**config.mk**
```make
export PLATFORM = sky130hd
export DESIGN_NAME = wdt_halt_guard
export DESIGN_NICKNAME = d
export VERILOG_FILES = /design/src/rtl/wdt_pkg.sv /design/src/rtl/wdt_prescaler.sv /design/src/rtl/wdt_wake_timer.sv /design/src/rtl/wdt_ctrl.sv /design/src/rtl/wdt_halt_guard.sv
export SDC_FILE = /design/constraint.sdc
export NUM_CORES = 1
export LEC_CHECK = 0
export BUFFER_PORTS_ARGS = -buffer_cell sky130_fd_sc_hd__buf_4
export CORE_AREA = 10 10 68 64
export CTS_CLUSTER_DIAMETER = 150
export DETAILED_ROUTE_END_ITERATION = 8
export DIE_AREA = 0 0 78 74
export GPL_ROUTABILITY_DRIVEN = 1
export MAX_ROUTING_LAYER = met4
export PLACE_DENSITY = 0.74
export SETUP_SLACK_MARGIN = 0.5
export SLEW_MARGIN = 10
export SYNTH_ARGS = -nofsm -noshare
export SYNTH_HDL_FRONTEND = slang
export SYNTH_HIERARCHICAL = 1
export SYNTH_SLANG_ARGS = --single-unit
export TNS_END_PERCENT = 10
```
**constraint.sdc**
```tcl
create_clock -name clk -period 3.1 [get_ports clk]
set_input_delay 0.31 -clock clk [delete_from_list [all_inputs] [get_ports clk]]
set_output_delay 0.31 -clock clk [all_outputs]
set_load 0.02 [all_outputs]
```
**src/rtl/wdt_pkg.sv**
```systemverilog
package wdt_pkg;
    localparam int CNT_W   = 7;
    localparam int CR_W    = CNT_W + 1;
    localparam int TOP_BIT = CNT_W - 1;
    localparam int ACT_BIT = CNT_W;

    typedef enum logic [1:0] {
        WD_LIVE     = 2'd0,
        WD_FROZEN   = 2'd1,
        WD_RESUMING = 2'd2
    } wd_state_e;
endpackage

```
**src/rtl/wdt_prescaler.sv**
```systemverilog
module wdt_prescaler #(
    parameter int DIV = 16
) (
    input  logic clk,
    input  logic rst_n,
    input  logic run,
    input  logic clr,
    output logic tick
);
    localparam int W = (DIV > 1) ? $clog2(DIV) : 1;
    localparam logic [W-1:0] LAST = W'(DIV - 1);

    typedef struct packed {
        logic [W-1:0] cnt;
    } pre_t;

    pre_t pre_d, pre_q;

    assign tick = run && (pre_q.cnt == LAST);

    always_comb begin
        pre_d = pre_q;
        if (clr) begin
            pre_d.cnt = '0;
        end else if (run) begin
            pre_d.cnt = tick ? '0 : pre_q.cnt + 1'b1;
        end
    end

    always_ff @(posedge clk or negedge rst_n) begin
        if (!rst_n) begin
            pre_q <= '0;
        end else begin
            pre_q <= pre_d;
        end
    end
endmodule

```
**src/rtl/wdt_wake_timer.sv**
```systemverilog
module wdt_wake_timer
    import wdt_pkg::*;
#(
    parameter int WAKE_CLKS = 514
) (
    input  logic      clk,
    input  logic      rst_n,
    input  logic      freeze,
    input  logic      wake,
    output wd_state_e state
);
    localparam int DW = (WAKE_CLKS > 1) ? $clog2(WAKE_CLKS) : 1;
    localparam logic [DW-1:0] RELOAD = DW'(WAKE_CLKS - 1);

    typedef struct packed {
        wd_state_e     st;
        logic [DW-1:0] dly;
    } wk_t;

    wk_t wk_d, wk_q;

    assign state = wk_q.st;

    always_comb begin
        wk_d = wk_q;
        unique case (wk_q.st)
            WD_LIVE: begin
                if (freeze) begin
                    wk_d.st = WD_FROZEN;
                end
            end
            WD_FROZEN: begin
                if (wake) begin
                    wk_d.st  = WD_RESUMING;
                    wk_d.dly = RELOAD;
                end
            end
            WD_RESUMING: begin
                if (wk_q.dly == '0) begin
                    wk_d.st = WD_LIVE;
                end else begin
                    wk_d.dly = wk_q.dly - 1'b1;
                end
            end
            default: begin
                wk_d.st = WD_LIVE;
            end
        endcase
    end

    always_ff @(posedge clk or negedge rst_n) begin
        if (!rst_n) begin
            wk_q.st  <= WD_LIVE;
            wk_q.dly <= '0;
        end else begin
            wk_q <= wk_d;
        end
    end
endmodule

```
**src/rtl/wdt_ctrl.sv**
```systemverilog
module wdt_ctrl
    import wdt_pkg::*;
(
    input  logic             clk,
    input  logic             rst_n,
    input  logic             hw_mode,
    input  logic             cr_we,
    input  logic [CR_W-1:0]  cr_wdata,
    input  logic             tick,
    input  logic             live,
    input  logic             halt_enter,
    input  logic             halt_permit,
    input  logic             usb_suspend,
    output logic             wr_take,
    output logic             freeze,
    output logic             enabled,
    output logic [CNT_W-1:0] cnt,
    output logic             rst_req
);
    localparam logic [CNT_W-1:0] EXPIRE_AT = {1'b1, {(CNT_W-1){1'b0}}};
    localparam logic [CNT_W-1:0] CNT_INIT  = '1;

    typedef struct packed {
        logic             act;
        logic [CNT_W-1:0] cnt;
        logic             rst_req;
    } ctl_t;

    ctl_t ctl_d, ctl_q;
    logic halt_take;
    logic en_after;

    assign enabled   = hw_mode | ctl_q.act;
    assign wr_take   = cr_we & live;
    assign halt_take = halt_enter & live & enabled;
    assign freeze    = halt_take & (halt_permit | usb_suspend);
    assign en_after  = enabled | cr_wdata[ACT_BIT];
    assign cnt       = ctl_q.cnt;
    assign rst_req   = ctl_q.rst_req;

    always_comb begin
        ctl_d         = ctl_q;
        ctl_d.rst_req = 1'b0;
        if (wr_take) begin
            ctl_d.cnt = cr_wdata[CNT_W-1:0];
            if (!hw_mode && cr_wdata[ACT_BIT]) begin
                ctl_d.act = 1'b1;
            end
            if (en_after && !cr_wdata[TOP_BIT]) begin
                ctl_d.rst_req = 1'b1;
            end
        end else if (tick && enabled && live) begin
            ctl_d.cnt = ctl_q.cnt - 1'b1;
            if (ctl_q.cnt == EXPIRE_AT) begin
                ctl_d.rst_req = 1'b1;
            end
        end
        if (halt_take && !halt_permit && !usb_suspend) begin
            ctl_d.rst_req = 1'b1;
        end
    end

    always_ff @(posedge clk or negedge rst_n) begin
        if (!rst_n) begin
            ctl_q.act     <= 1'b0;
            ctl_q.cnt     <= CNT_INIT;
            ctl_q.rst_req <= 1'b0;
        end else begin
            ctl_q <= ctl_d;
        end
    end
endmodule

```
**src/rtl/wdt_halt_guard.sv**
```systemverilog
module wdt_halt_guard
    import wdt_pkg::*;
#(
    parameter int PRESC_DIV = 16,
    parameter int WAKE_CLKS = 514
) (
    input  logic            clk,
    input  logic            rst_n,
    input  logic            hw_mode,
    input  logic            cr_we,
    input  logic [CR_W-1:0] cr_wdata,
    input  logic            halt_permit,
    input  logic            halt_enter,
    input  logic            ext_wake,
    input  logic            usb_suspend,
    output logic [CR_W-1:0] cr_rdata,
    output logic            counting,
    output logic            wdt_rst_req
);
    wd_state_e        frz_state;
    logic             live;
    logic             tick;
    logic             wr_take;
    logic             freeze;
    logic             enabled;
    logic [CNT_W-1:0] cnt;

    assign live     = (frz_state == WD_LIVE);
    assign counting = enabled & live;
    assign cr_rdata = {enabled, cnt};

    wdt_prescaler #(.DIV(PRESC_DIV)) u_pre (
        .clk   (clk),
        .rst_n (rst_n),
        .run   (counting),
        .clr   (wr_take),
        .tick  (tick)
    );

    wdt_wake_timer #(.WAKE_CLKS(WAKE_CLKS)) u_wake (
        .clk    (clk),
        .rst_n  (rst_n),
        .freeze (freeze),
        .wake   (ext_wake),
        .state  (frz_state)
    );

    wdt_ctrl u_ctrl (
        .clk         (clk),
        .rst_n       (rst_n),
        .hw_mode     (hw_mode),
        .cr_we       (cr_we),
        .cr_wdata    (cr_wdata),
        .tick        (tick),
        .live        (live),
        .halt_enter  (halt_enter),
        .halt_permit (halt_permit),
        .usb_suspend (usb_suspend),
        .wr_take     (wr_take),
        .freeze      (freeze),
        .enabled     (enabled),
        .cnt         (cnt),
        .rst_req     (wdt_rst_req)
    );
endmodule

```
---- Word-level counts from Yosys, hierarchy flattened ----
Cells that the tools add are included.
storage, ports and cells
  input port bits ......................... 16
  bits in registers ....................... 25
  memory bits (writable) .................. 0
  bits in latches ......................... 0
  logic and storage cells ................. 58
  memories ................................ 0
  ROM bits ................................ 0
  output and inout port bits .............. 10
cells by class
  $mul .................................... 0
  equal/unequal tests ..................... 8
  bitwise logic cells ..................... 8
  divide/modulo/power cells ............... 0
  shift operators ......................... 0
  multiplexer cells ....................... 14
  reduce and logical (&&, ||, !) cells .... 19
  $add $sub $neg .......................... 3
  magnitude comparators ................... 0
operators with widths
  cell                                                    count
  one-hot mux 10 bit (2 select lines)                     1
  two-way mux 8 bit                                       2
  two-way mux 12 bit                                      1
  two-way mux 4 bit                                       3
  zero test 10 bit                                        1
  two-way mux 10 bit                                      1
  subtractor 10 x 1 -> 10 bit (second input constant)     1
  equality test 7 bit (second input constant)             1
  logical AND 1 bit                                       7
  subtractor 7 x 1 -> 7 bit (second input constant)       1
  one-hot mux 2 bit (3 select lines)                      1
  AND reduction 3 bit                                     2
  nonzero test 2 bit                                      3
  bitwise AND 1 bit                                       5
  adder 4 x 1 -> 4 bit (second input constant)            1
  equality test 4 bit (second input constant)             1
  zero test 1 bit                                         4
  two-way mux 2 bit                                       2
  inequality test 2 x 1 -> 1 bit (second input constant)  2
  inequality test 2 bit (second input constant)           2
  two-way mux 1 bit                                       3
  OR 1 bit                                                3
  equality test 2 x 1 -> 1 bit (second input constant)    1
  equality test 2 bit (second input constant)             1
  other kinds (2)                                         2

---- Depth between registers and ports, before layout ----
Gate-level depths: netlist (run 1).
  depth after elaboration ................. 8
  gate-level depth with buffers ........... 8
  gate-level depth less buffers ........... 8

---- By module ----
Netlist (run 1), hierarchy kept.
by module, submodules not included
  module          seq. area each (sq um)  area each (sq um)  instances  cells an instance
  wdt_wake_timer  300.3                   671.9              1          67
  wdt_ctrl        234.0                   663.1              1          76
  wdt_prescaler   100.1                   205.2              1          22
  wdt_halt_guard  0.0                     23.8               1          3

---- Least setup slack after synthesis (run 1) ----
Ideal clock, no wire load.
  path kind ............................... register to register
  start point ............................. register u_wake.wk_q (netlist bit u_wake/state[0])
  end point ............................... register u_ctrl/cnt[6] (netlist name)
  setup slack ............................. 622 ps
  cell stages (with the launch flop) ...... 8
  setup time .............................. 98 ps
  data arrival time ....................... 2379 ps
  path buffers ............................ 1
  cells stage by stage .................... dfrtp_1 -> buf_4 -> nor3b_2 -> nand2_2 -> nor2_1 -> or4b_4 -> or3_1 -> o311ai_1
between the ends
  longest elaborated chain between the ends .. 6
ends and longest elaborated chain
  item                                 RTL line              RTL
  start, declared                      wdt_wake_timer.sv:20  wk_t wk_d, wk_q;
  start signal, assigned               wdt_wake_timer.sv:56  wk_q <= wk_d;
  zero test 2 bit                      wdt_halt_guard.sv:28  assign live = (frz_state == WD_LIVE);
  bitwise AND 1 bit                    wdt_halt_guard.sv:29  assign counting = enabled & live;
  named net counting                   wdt_halt_guard.sv:17  output logic counting,
  logical AND 1 bit                    wdt_prescaler.sv:19   assign tick = run && (pre_q.cnt == LAST);
  named net tick                       wdt_halt_guard.sv:22  logic tick;
  logical AND 1 bit (2 in series)      wdt_ctrl.sv:52        end else if (tick && enabled && live) begin
  nonzero test 2 bit (no source line)  -
The timed path passes the listed nets, and every way through them passes these cells.
A chain may end at the register's enable or synchronous reset.

---- Worst setup path in the final report (run 1) ----
  start point ............................. register u_wake.wk_q (netlist bit u_wake/state[0])
  end point ............................... register u_ctrl/cnt[6] (netlist name)
between the ends
  longest elaborated chain between the ends .. 6
ends and longest elaborated chain
  item                                 RTL line
  zero test 2 bit                      wdt_halt_guard.sv:28
  bitwise AND 1 bit                    wdt_halt_guard.sv:29
  logical AND 1 bit                    wdt_prescaler.sv:19
  named net tick                       wdt_halt_guard.sv:22
  logical AND 1 bit (2 in series)      wdt_ctrl.sv:52
  nonzero test 2 bit (no source line)  -
The timed path passes the listed nets, and every way through them passes these cells.

==> reports/summary.md, run 1 <==
The run finished with clean final reports. Setup repair after global routing left no endpoint under its margin. The share of total power dissipated in sequential elements is 63.5%. Sequential cells were found to cover 40.56% of the synthesized design area. Yosys mapped a number of flops with a built-in enable equal to 0. The run gives 0 as the antenna diode count. The worst pin sits at a relative slew slack of 57.90%. At the end of the flow the core is filled with cells to 59.66%.

At the pin with the least slew margin, the transition time is 0.6266 ns. In this run the power density over the cells is 290.4 mW/mm^2. The tools report the count of H-tree levels built during CTS as 1. The post-route netlist has 28.19% of its cells at a drive strength greater than 1. The fraction of power consumed by combinational cells is 6.4%. The first global-routing pass estimated 6279 um of wire. Setup violations remaining at the end of the flow were counted as 0.

The floorplan step set the die width to 78 um. For this block, the initial DRC count from the detailed router was 104. Of the total power, the share spent switching nets is 23.76%. For the post-route non-filler standard cell count, the log shows 230. The run gives 26 as the number of top-level pins. The Yosys warning count is 6.

The class of the worst hold path is primary input to flip-flop. The core region is 0.002972 sq mm. The logs give 0.8848 for the final weighted congestion in routability-driven placement and 19 for the count of standard-cell rows. Detailed placement ended at an HPWL of 2724 um.

The share of async-settable or async-resettable flops after synthesis came out at 100.0%. The routed via count was 1331; the clock group share of total power was 30.2%. Subtracting the final worst setup slack from the clock period gives 2.332 ns. Across all hold checks on the routed design, the worst slack comes to 0.2145 ns.

Buffers placed on the I/O ports in this run total 25. The count of nets left with antenna violations once routing finished came out at 0. Using the TritonRoute via totals, the vias-per-cell ratio works out to 5.787. The total iterations of the first detailed-routing run is 4, and the area of the mapped netlist is 0.001564 sq mm.

The initial standard-cell utilization of the core was 52.63%. The net count of the finished layout is 208. Overall track demand over capacity in global routing: 13.33%. Entering global routing, the biggest net connects 26 pins. Clock latency on the worst-skew pair, taken at its later pin, is 0.33 ns.

Final instance area: 0.001773 sq mm. The leftover overflow at the end of global routing was 0; the mean routed wirelength per cell was 15.78 um. For this run, design rule violations remaining after detail routing come to 0.

The die covers 0.005772 sq mm. The clock transition at the registers of the reported paths is 0.15 ns. Number of max-capacitance violations reported: 0. The element type at the critical path end was a flip-flop. The worst-case setup slack after placement was 0.5461 ns.

The initial antenna violation count was 0. Summed over all cells, the static leakage comes to 0.7663 nW. The net switching power of the design is 122.3 uW, and the smallest setup slack after layout is 0.7682 ns. The area growth from synthesis to layout was 13.36%; the count of mapped cells out of synthesis was 168. The logs give 2 for the clock tree buffer depth and 187 for the post-synthesis net count. Post-synthesis register bit count: 25. After detailed placement, the total cell area comes to 0.001709 sq mm. For the top achievable clock speed, the log shows 428.9 MHz. The worst setup path is launched from a flip-flop. The run gives 25 as the number of clock sinks seen by CTS. The internal portion of the total power is 392.5 uW. The tools report the critical path required time as 3.33 ns.

The worst-case clock skew is 0.01207 ns, and the average cell area after synthesis is 9.310 sq um. The number of clock buffers inserted by TritonCTS was 3; the total negative slack for setup checks was 0 ns. The final max-slew violation count was 0; the distinct cell type count after synthesis was 47.

The power after layout came out at 514.8 uW. The number of placed instances, taps included, is 223. In this run the vertical extent of the chip is 74 um.

Of the available clock period, the critical path in the final layout requires 75.22%. The number of global-route vias before repair is 1326. TritonCTS built the clock tree. By startpoint and endpoint, the worst setup path is classified as flip-flop to flip-flop.

The tree is rooted in a clkbuf_4. The run gives 0 as the number of hold violations in the final report. The logs give 3629 um for the final wirelength and 2.57 ns for the endpoint arrival time on the critical path.

For this run, the leading register cell type out of synthesis is dfrtp_1. Across the VDD grid, the largest voltage drop is 0.1889 mV. Along the worst path, the maximum fanout reaches 8.
## path summary, 6_finish.rpt
check | start | end | slack, ns | depth (start not counted)
worst max-delay path | u_wake/state[0] | u_ctrl/cnt[6] | 0.77 | 6
worst min-delay path | cr_wdata[3] | u_ctrl/cnt[3] | 0.21 | 3
worst max register to register | u_wake/state[0] | u_ctrl/cnt[6] | 0.77 | 6
worst min register to register | u_ctrl/cnt[3] | u_ctrl/cnt[3] | 0.57 | 2
max in group asynchronous | rst_n | u_ctrl/cnt[5] | 2.39 | 2
min in group asynchronous | rst_n | u_wake/wk_q[1] | 0.40 | 2
## synthesized netlist by cell type, types with 2 or more instances
master	n	area share, %
a21oi_1	9	2.9
buf_4	10	4.8
clkbuf_1	2	0.48
dfrtp_1	18	29
dfstp_2	7	12
ha_1	3	2.4
inv_1	10	2.4
mux2i_1	5	3.2
nand2_1	8	1.9
nand2b_1	3	1.2
nand3_1	7	2.2
nand3b_1	3	1.4
nor2_1	18	4.3
nor2b_1	5	2.0
nor3_1	6	1.9
o211ai_1	3	1.4
o21ai_0	5	1.6
o311ai_0	4	2.2
o31ai_1	2	0.96
or2_2	5	2.0
or3_1	7	2.8
or4_1	2	0.96
xnor2_1	2	1.1
## sequential cells by signal, indices dropped and copies added (netlist names)
signal          flops
u_wake/wk_q        10
u_ctrl/cnt          7
u_pre/pre_q         4
u_wake/state        2
u_ctrl/ctl_q        1
u_ctrl/rst_req      1
## kinds of logic after synthesis
group                      count (synthesis)  share of synthesized area (%)
buffers and inverters                     24                          9.200
adders and majority gates                  3                          2.400
xor gates and xnor gates                   3                          1.680
muxes                                      6                          3.920
AOI/OAI and AO/OA                         35                          16.48
and+or+nand+nor                           72                          25.76
DFF                                       25                          40.56
## worst max-delay path, cell delays in order, from the launching register on
cell      delay, ns
dfrtp_1        0.51
nor3b_4        0.32
nand2_2        0.11
nor2_2         0.17
or4b_4         0.51
or3_1          0.33
o311ai_1       0.28
## what timing repair did
action	in CTS	in global routing
resized for setup	0	2
hold buffers	1	0
endpoints found under the setup margin	0	2
hold endpoints to repair	18	0
setup buffers	0	2
## cell type report
| class | instances | area (sq um) |
|---|---|---|
| clock buffer | 3 | 22.52 |
| clock inverter | 1 | 7.507 |
| fill | 271 | 1199 |
| inverter | 11 | 41.29 |
| multi-input combinational | 119 | 794.5 |
| sequential | 25 | 634.4 |
| tap | 42 | 52.55 |
| timing repair buffer | 29 | 220.2 |
## metal layers
layer / vias to the layer above / track usage, % / share of wire (%)
li1: 647 / - / -
met1: 652 / 16.93 / 44
met2: 30 / 21.62 / 51
met3: 2 / 2.048 / 4.1
met4: 0 / 3.976 / 0.52
met5: - / - / 0
## layout by cell type, fill, tap and decap left out, types with 5 or more instances in the layout
master	instances
nor3_1	6
nor2_1	17
nand3_1	7
or2_2	5
dfstp_2	7
nor2b_1	5
buf_4	28
a21oi_1	9
mux2i_1	5
nand2_1	8
o21ai_0	5
dfrtp_1	18
or3_1	7
inv_1	10
## power by group through the flow
stage          clock, mW  combinational [mW]  sequential [mW]
2_1_floorplan          0             0.00780            0.332
3_3_place_gp           0              0.0310            0.332
3_5_place_dp           0              0.0320            0.332
4_1_cts            0.158              0.0330            0.327
5_1_grt            0.174              0.0368            0.327
6_report           0.155              0.0328            0.327
Power figures use the tool's default switching activity.
==> inputs of run 2 (changes only) <==
==> constraint.sdc (replaced) <==
create_clock -name clk -period 2.2 [get_ports clk]
set_input_delay 0.22 -clock clk [delete_from_list [all_inputs] [get_ports clk]]
set_output_delay 0.22 -clock clk [all_outputs]
set_load 0.02 [all_outputs]
==> reports/summary.md, run 2 (synthesis gave the netlist of run 1 again) <==
Clock skew on the completed layout was measured at 0.02051 ns. The HPWL after detailed placement is 2663 um. For the count of H-tree levels built during CTS, the log shows 1.

The peak per-stage delay on the critical path works out to 0.50 ns. Counting every sink on the clock net gives 25. For this run, the top clock speed supported by timing is 480.3 MHz.

The worst hold path belongs to the class primary input to flip-flop. Data on the critical path arrives at its endpoint at 2.32 ns. The setup path with the least slack is of type flip-flop to flip-flop.

The overall track demand over capacity in global routing is 12.94%. The finished layout holds 233 standard cells, fillers aside. The tools report the launching point of the worst reg2reg path as u_ctrl/ctl_q[8].

The antenna diode count came out at 0. The register with the most flip-flops is u_wake/wk_q. Cell with the largest stage delay on the worst path: or4b_4. The count of cells along the worst register-to-register path came out at 8. The final weighted congestion in routability-driven placement is 0.9303. The logs give 3 for the number of clock buffers inserted by TritonCTS and 0.34 ns for the source-to-sink clock delay at the later pin of the worst-skew pair. IR analysis of the VDD net gives a maximum drop of 0.3021 mV. Of the available clock period, the critical path in the final layout requires 94.63%.

The wire length of the first global-routing pass came out at 5892 um. The largest registers in the layout are u_wake/wk_q (10), u_ctrl/cnt (7), u_pre/pre_q (4). The tools report the final net count as 211.

Of all nets on the critical path, the largest fanout is 5. Setup repair after global routing could not meet its margin everywhere. The beginning of the worst hold path was cr_wdata[0]. The tools report the element type at the critical path start as a flip-flop. In this run the power density over the cells is 384.5 mW/mm^2. The leftover overflow at the end of global routing was 0; the initial standard-cell utilization of the core was 52.63%. In this run the worst setup path begins at u_ctrl/ctl_q[8]. Leaving out fill and tap cells, the most frequent cell in the layout is buf_4. For the pin count of the biggest net entering global routing, the log shows 26. In the routed design, unresolved DRC markers number 0. Detailed routing inserted a total of 1329 vias. The die is 74 um tall.

The run gives 0.08588 ns as the worst-case setup slack after placement. The run finished with clean final reports. The critical path required time is 2.44 ns.

The master cell of the clock root buffer was clkbuf_4. The floorplan step set the die width to 78 um. The core region is 0.002972 sq mm. The total iterations of the first detailed-routing run is 4. Setup violations remaining at the end of the flow were counted as 0. On the final layout, the worst hold slack is 0.1081 ns.

Summed over all layers, the routed wires come to 3680 um. Using the TritonRoute via totals, the vias-per-cell ratio works out to 5.704. The register with the most flip-flops in the layout has 10 of them.

Count of standard-cell rows: 19. The tools report the number of max-capacitance violations reported as 0. For the pin with the worst max-slew slack, the measured transition is 0.5160 ns. The critical path goes through nor2_2 > inv_1 > nor3b_4 > nand2_2 > nor2_4 > or4b_4 > or3_4 > o311ai_2. For the post-route antenna net violation count, the log shows 0. The final core utilization was 63.49%. The analysis attributes to cell leakage a power of 0.7904 nW. The top cell types in the final layout, fill and taps aside, are buf_4 (31), nor2_1 (16), dfrtp_1 (15). The tools report the worst slew margin relative to its limit as 65.24%. The clock transition at the registers of the reported paths works out to 0.15 ns. TritonCTS built the clock tree. The area growth from synthesis to layout came out at 20.64%.

The tools report the smallest setup slack after layout as 0.1182 ns. The final max-slew violation count is 0. The tools report the number of hold violations in the final report as 0. The final critical path time including I/O delays and setup is 2.082 ns.

The cell count after placement is 227, and the share of final-layout standard cells stronger than drive strength 1 is 39.27%. In this run, the number of DRC markers left after iteration 0 of detailed routing was 52. The run gives 0 as the initial antenna violation count.

The logs give 2 for the clock tree buffer depth and 1262 for the number of global-route vias before repair. The floorplan step defined a die boundary enclosing 0.005772 sq mm. The worst setup path is captured at a flip-flop. Pin placement for this block handled 26 I/O pins. The final-layout fill cell count is 260, and the number of buffer cells added on primary ports is 25.

The worst hold path was traced through 2 stages. Mean routed wirelength per cell: 15.79 um.
## run 2: timing repair
item | in CTS | in global routing
pin swaps | 0 | 9
hold endpoints to repair | 18 | 0
hold buffers | 1 | 0
buffers inserted | 1 | 0
setup endpoints to repair | 11 | 18
gates resized for setup | 0 | 27
## run 2: path summary, 6_finish.rpt
kind                                        end  slack (ns)
max in group asynchronous         u_ctrl/cnt[6]        1.56
worst min register to register   u_wake/wk_q[1]        0.56
worst min-delay path              u_ctrl/cnt[0]        0.11
min in group asynchronous       u_wake/state[1]        0.32
worst max-delay path              u_ctrl/cnt[6]        0.12
worst max register to register    u_ctrl/cnt[6]        0.12
## run 2: routing by layer
| layer | global-route usage (%) | share of wire (%) | up-vias |
|---|---|---|---|
| li1 | - | - | 646 |
| met5 | - | 0 | - |
| met2 | 19.50 | 47 | 29 |
| met3 | 3.133 | 3.0 | 4 |
| met1 | 17.24 | 49 | 650 |
| met4 | 2.982 | 1.0 | 0 |
## run 2: power by group
part	leakage [nW]	total (mW)	internal [mW]	switching [mW]
combinational	0.491	0.0488	0.0244	0.0244
clock	0.0139	0.216	0.0697	0.147
sequential	0.286	0.460	0.460	0
total	0.790	0.725	0.554	0.171
## run 2: through the flow
step,instance area [sq um],setup TNS [ns],total power [mW]
2_1_floorplan,1578,-0.1126,0.4799
3_3_place_gp,1749,0,0.5142
3_5_place_dp,1749,0,0.5153
4_1_cts,1797,0,0.7314
5_1_grt,1887,-0.02970,0.7633
6_report,1887,0,0.7254
## run 2: layout make-up
| type | instances | area (sq um) | share of cell area (%) |
|---|---|---|---|
| Inverter | 11 | 45.04 | 2.387 |
| Sequential cell | 25 | 638.1 | 33.82 |
| Clock buffer | 3 | 22.52 | 1.194 |
| Multi-Input combinational cell | 119 | 878.3 | 46.55 |
| Clock inverter | 1 | 7.507 | 0.3979 |
| Timing Repair Buffer | 32 | 242.7 | 12.86 |
| Tap cell | 42 | 52.55 | 2.785 |
## run 2: critical path: cells and delay by family (launching register included)
family	cells	cell delay (ns)
AND/OR/NAND/NOR	6	1.31
flip-flops	1	0.40
AO/OA/AOI/OAI	1	0.21
buffers and inverters	1	0.06
==> inputs of run 3 (changes only) <==
--- a/config.mk
+++ b/config.mk
@@ -6,17 +6,17 @@
 export NUM_CORES = 1
 export LEC_CHECK = 0
 export BUFFER_PORTS_ARGS = -buffer_cell sky130_fd_sc_hd__buf_4
-export CORE_AREA = 10 10 68 64
+export CORE_AREA = 10 10 66 62
 export CTS_CLUSTER_DIAMETER = 150
 export DETAILED_ROUTE_END_ITERATION = 8
-export DIE_AREA = 0 0 78 74
+export DIE_AREA = 0 0 76 72
 export GPL_ROUTABILITY_DRIVEN = 1
 export MAX_ROUTING_LAYER = met4
 export PLACE_DENSITY = 0.74
 export SETUP_SLACK_MARGIN = 0.5
+export SKIP_LAST_GASP = 1
 export SLEW_MARGIN = 10
 export SYNTH_ARGS = -nofsm -noshare
 export SYNTH_HDL_FRONTEND = slang
-export SYNTH_HIERARCHICAL = 1
 export SYNTH_SLANG_ARGS = --single-unit
 export TNS_END_PERCENT = 10
==> reports/summary.md, run 3 <==
The count of cells along the worst register-to-register path is 6. nand2_1 is the most common cell in the netlist. In this run the power spent charging and discharging nets is 931.7 uW. The path class of the tightest hold or removal check is primary input to flip-flop.

The share of final-layout standard cells stronger than drive strength 1 came out at 27.27%. Clock-pin slew was measured on the worst setup and hold paths at 0.15 ns. The die covers 0.005472 sq mm. For the number of global-route vias before repair, the log shows 1178. Setup repair after global routing could not meet its margin everywhere. The area of the core was 0.002725 sq mm; the final wirelength was 3301 um. The run gives 2.14 ns as the endpoint arrival time on the critical path.

Final clock period utilization by the worst path: 85.20%. Capturing point of the worst reg2reg path: u_wake.wk_q[5]. Clock skew on the completed layout was measured at 0.004913 ns. Initial antenna violation count: 0.

The run gives 0 as the number of hold violations in the final report. After detailed routing, the number of remaining DRC violations is 0. The sequential cells in the finished layout cover a total of 634.4 sq um. The total negative slack for setup checks was 0 ns; the area of the mapped netlist was 0.001456 sq mm. For the final-layout fill cell count, the log shows 234.

STA classifies the critical path startpoint as a flip-flop. The floorplan step set the die height to 72 um. TritonCTS built the clock tree.

The element type at the critical path end is a flip-flop. The run gives 53.44% as the initial standard-cell utilization of the core. In this run the remaining antenna-violating nets after routing total 0. Ranked by total cell area, the synthesized netlist is headed by dfrtp_1 (31%), dfstp_2 (13%), nand2_1 (4.9%). Yosys mapped a number of flops with a built-in enable equal to 0.

The tools report the launching point of the worst reg2reg path as u_wake.wk_q[0]. Hold is met by 0.09519 ns. Areal power density over the cells: 1262 mW/mm^2. Top cell type by total area after synthesis: dfrtp_1. The pin count of the biggest net entering global routing came out at 26. The initialized floorplan defines 18 standard-cell rows. At the worst endpoint, the required time is 2.46 ns. The largest registers in the layout are u_wake.wk_q (10), u_ctrl.cnt (7), u_pre.pre_q (4). In this run the mean area of a mapped cell was 8.935 sq um. The highest-utilization routing layer at the global route stage is met2. The first global-routing pass estimated 5582 um of wire. The number of antenna diodes in the final layout is 0.

In this run switching power makes up 43.03% of total power. The register with the most flip-flops in the layout has 10 of them. The setup path with the least slack is of type flip-flop to flip-flop. The clock drives 25 sinks. For this run, the post-layout net count is 207. The share of async-settable or async-resettable flops after synthesis was 100.0%. The critical-path maximum fanout was 5. The most used flip-flop cell after synthesis was dfrtp_1. For the post-synthesis net count, the log shows 182. Compared with the post-synthesis result, the final layout area differs by 17.78%. After legalization and detailed placement, the total HPWL measured 2534 um.

The clock passes through at most 2 buffers. Fraction of met1 tracks used by global routing: 16.46%. Following the worst setup path forward leads to its endpoint at u_wake.wk_q[5]. Timing would allow up to 533.5 MHz. For met2 alone, demand over resource in global routing was 18.30%. For flop-to-flop paths, the worst setup slack is 0.33 ns. The run finished with clean final reports. The sequential share of the synthesized area is 43.56%. The post-synthesis register bit count was 25; the total iterations of the first detailed-routing run was 4.

The fraction of power consumed by combinational cells is 48.1%. The tools report the master cell of the clock root buffer as clkbuf_4. The number of max-capacitance violations reported was 0; the leftover overflow at the end of global routing was 0.

Setup violations remaining at the end of the flow were counted as 0. In the final routed layout, each cell accounts on average for 14.54 um. The analysis attributes to cell leakage a power of 0.7365 nW. The fraction of post-synthesis cell area in the top cell type by area works out to 30.93%. The die is 76 um wide.

At the later pin of the worst-skew pair, clock insertion delay measures 0.32 ns. Summing all multi-input logic gate instances after layout gives 724.4 sq um. For the portion of total power attributed to sequential cells, the log shows 42.0%. Input and output buffers added on the ports amount to 25. During I/O placement, the number of pins put on the boundary was 26.

Leaving out fill and tap cells, the most frequent cell in the layout is buf_4. Sorting the synthesized cells by how often they occur yields nand2_1 (19), dfrtp_1 (18), nor2_1 (15). Cell internal power was estimated by the tool at 1.234 mW. The final critical path time including I/O delays and setup was 1.874 ns. The distinct cell type count after synthesis came out at 39.

The share of total power dissipated in the clock network is 9.9%. The register with the most flip-flops in the final layout is u_wake.wk_q. In this run, CTS created clock tree buffers numbering 3.

In the global route stage, overall resource usage came out at 12.16%. Final max-slew violation count: 0. In this run the worst setup path begins at u_wake.wk_q[0].

The pin slew with the least headroom to its limit was 0.4967 ns; the final weighted congestion in routability-driven placement was 0.8506. Detailed routing inserted a total of 1284 vias. For the count of mapped cells out of synthesis, the log shows 163.

Yosys warning count: 0. Headroom to the max-slew limit came out at 66.63%. Global routing consumed, on the met3 layer, 2.833% of the routing resources. In the layout the commonest cells are buf_4 (31), nand2_1 (19), dfrtp_1 (18).

The run gives 0.5681 mV as the worst ir drop on vdd. The number of DRC violations after detailed-routing iteration 0 was 130; the count of H-tree levels built during CTS was 1. The per-cell via count in the routed design works out to 5.656.
-- run 3: changes by cell type after synthesis, moves of 3 or more --
| cell | delta |
|---|---|
| xnor2_1 | +4 |
| mux2i_1 | -3 |
| nor2b_1 | -4 |
| nor2_1 | -3 |
| o311ai_0 | -3 |
| nand2_1 | +11 |
| nor4_1 | +6 |
| or2_2 | -4 |
| a31oi_1 | +3 |
| nor3b_1 | +4 |
-- run 3: what timing repair did --
action | CTS | global route
cloned | 0 | 0
setup buffers | 2 | 1
endpoints found under the setup margin | 11 | 16
endpoints found under the hold margin | 18 | 0
hold buffers | 1 | 0
resized for setup | 0 | 2
-- run 3: logic make-up (layout without fill, tap and decap cells) --
family | after synthesis | after routing | share of synthesized area (%)
and+or+nand+nor | 77 | 77 | 28.78
AOI/OAI and AO/OA | 28 | 28 | 12.03
DFF | 25 | 25 | 43.56
buffers and inverters | 21 | 45 | 7.474
xor gates and xnor gates | 7 | 7 | 4.210
adders and majority gates | 3 | 3 | 2.578
muxes | 2 | 2 | 1.375
-- run 3: how the worst min path moves through the flow --
stage                     start  cells after the start  slack (ns)         endpoint
floorplan                 rst_n                      0       -0.08  u_ctrl.ctl_q[8]
global placement          rst_n                      1        0.14   u_ctrl.rst_req
detailed placement        rst_n                      1        0.14   u_ctrl.rst_req
CTS                 cr_wdata[0]                      3         0.1    u_ctrl.cnt[0]
global route        cr_wdata[0]                      3        0.09    u_ctrl.cnt[0]
finish              cr_wdata[0]                      3         0.1    u_ctrl.cnt[0]
-- run 3: area by class of cell --
class                      instances  area share, %
sequential                        25          36.98
clock buffer                       3          1.313
tap                               40          2.918
timing repair buffer              32          14.15
inverter                           9          1.969
multi-input combinational        117          42.23
clock inverter                     1         0.4376
-- run 3: power by group through the flow --
stage                     clock [mW]  combinational, mW  sequential (mW)
after floorplan                    0              0.812            0.843
after global placement             0              0.958            0.906
after detailed placement           0              0.985            0.919
after CTS                      0.221               1.02            0.902
after global routing           0.245               1.16            0.943
final                          0.214               1.04            0.909
-- run 3: metrics by stage --
stage	power, mW	area, sq um	std cells	setup WS [ns]	utilization (%)
after CTS	2.142	1699	226	0.3340	62.35
final	2.165	1715	227	0.3256	62.95
after detailed placement	1.904	1644	219	0.3369	60.33
after global placement	1.863	1644	219	0.3744	60.33
after floorplan	1.656	1459	163	0.4032	-
after global routing	2.346	1715	227	0.2311	62.95
-- run 3: critical path: stages (launching register included) --
cell      delay, ns
dfrtp_1        0.41
inv_1          0.08
ha_1           0.16
or3b_4         0.41
or4_4          0.45
nand3b_1       0.12
mux2i_1        0.17
-- run 3: routing by layer --
metal,share of wire [%],vias to the layer above
li1,-,624
met1,47,609
met2,46,45
met3,6.7,6
met4,0.64,0
met5,0,-
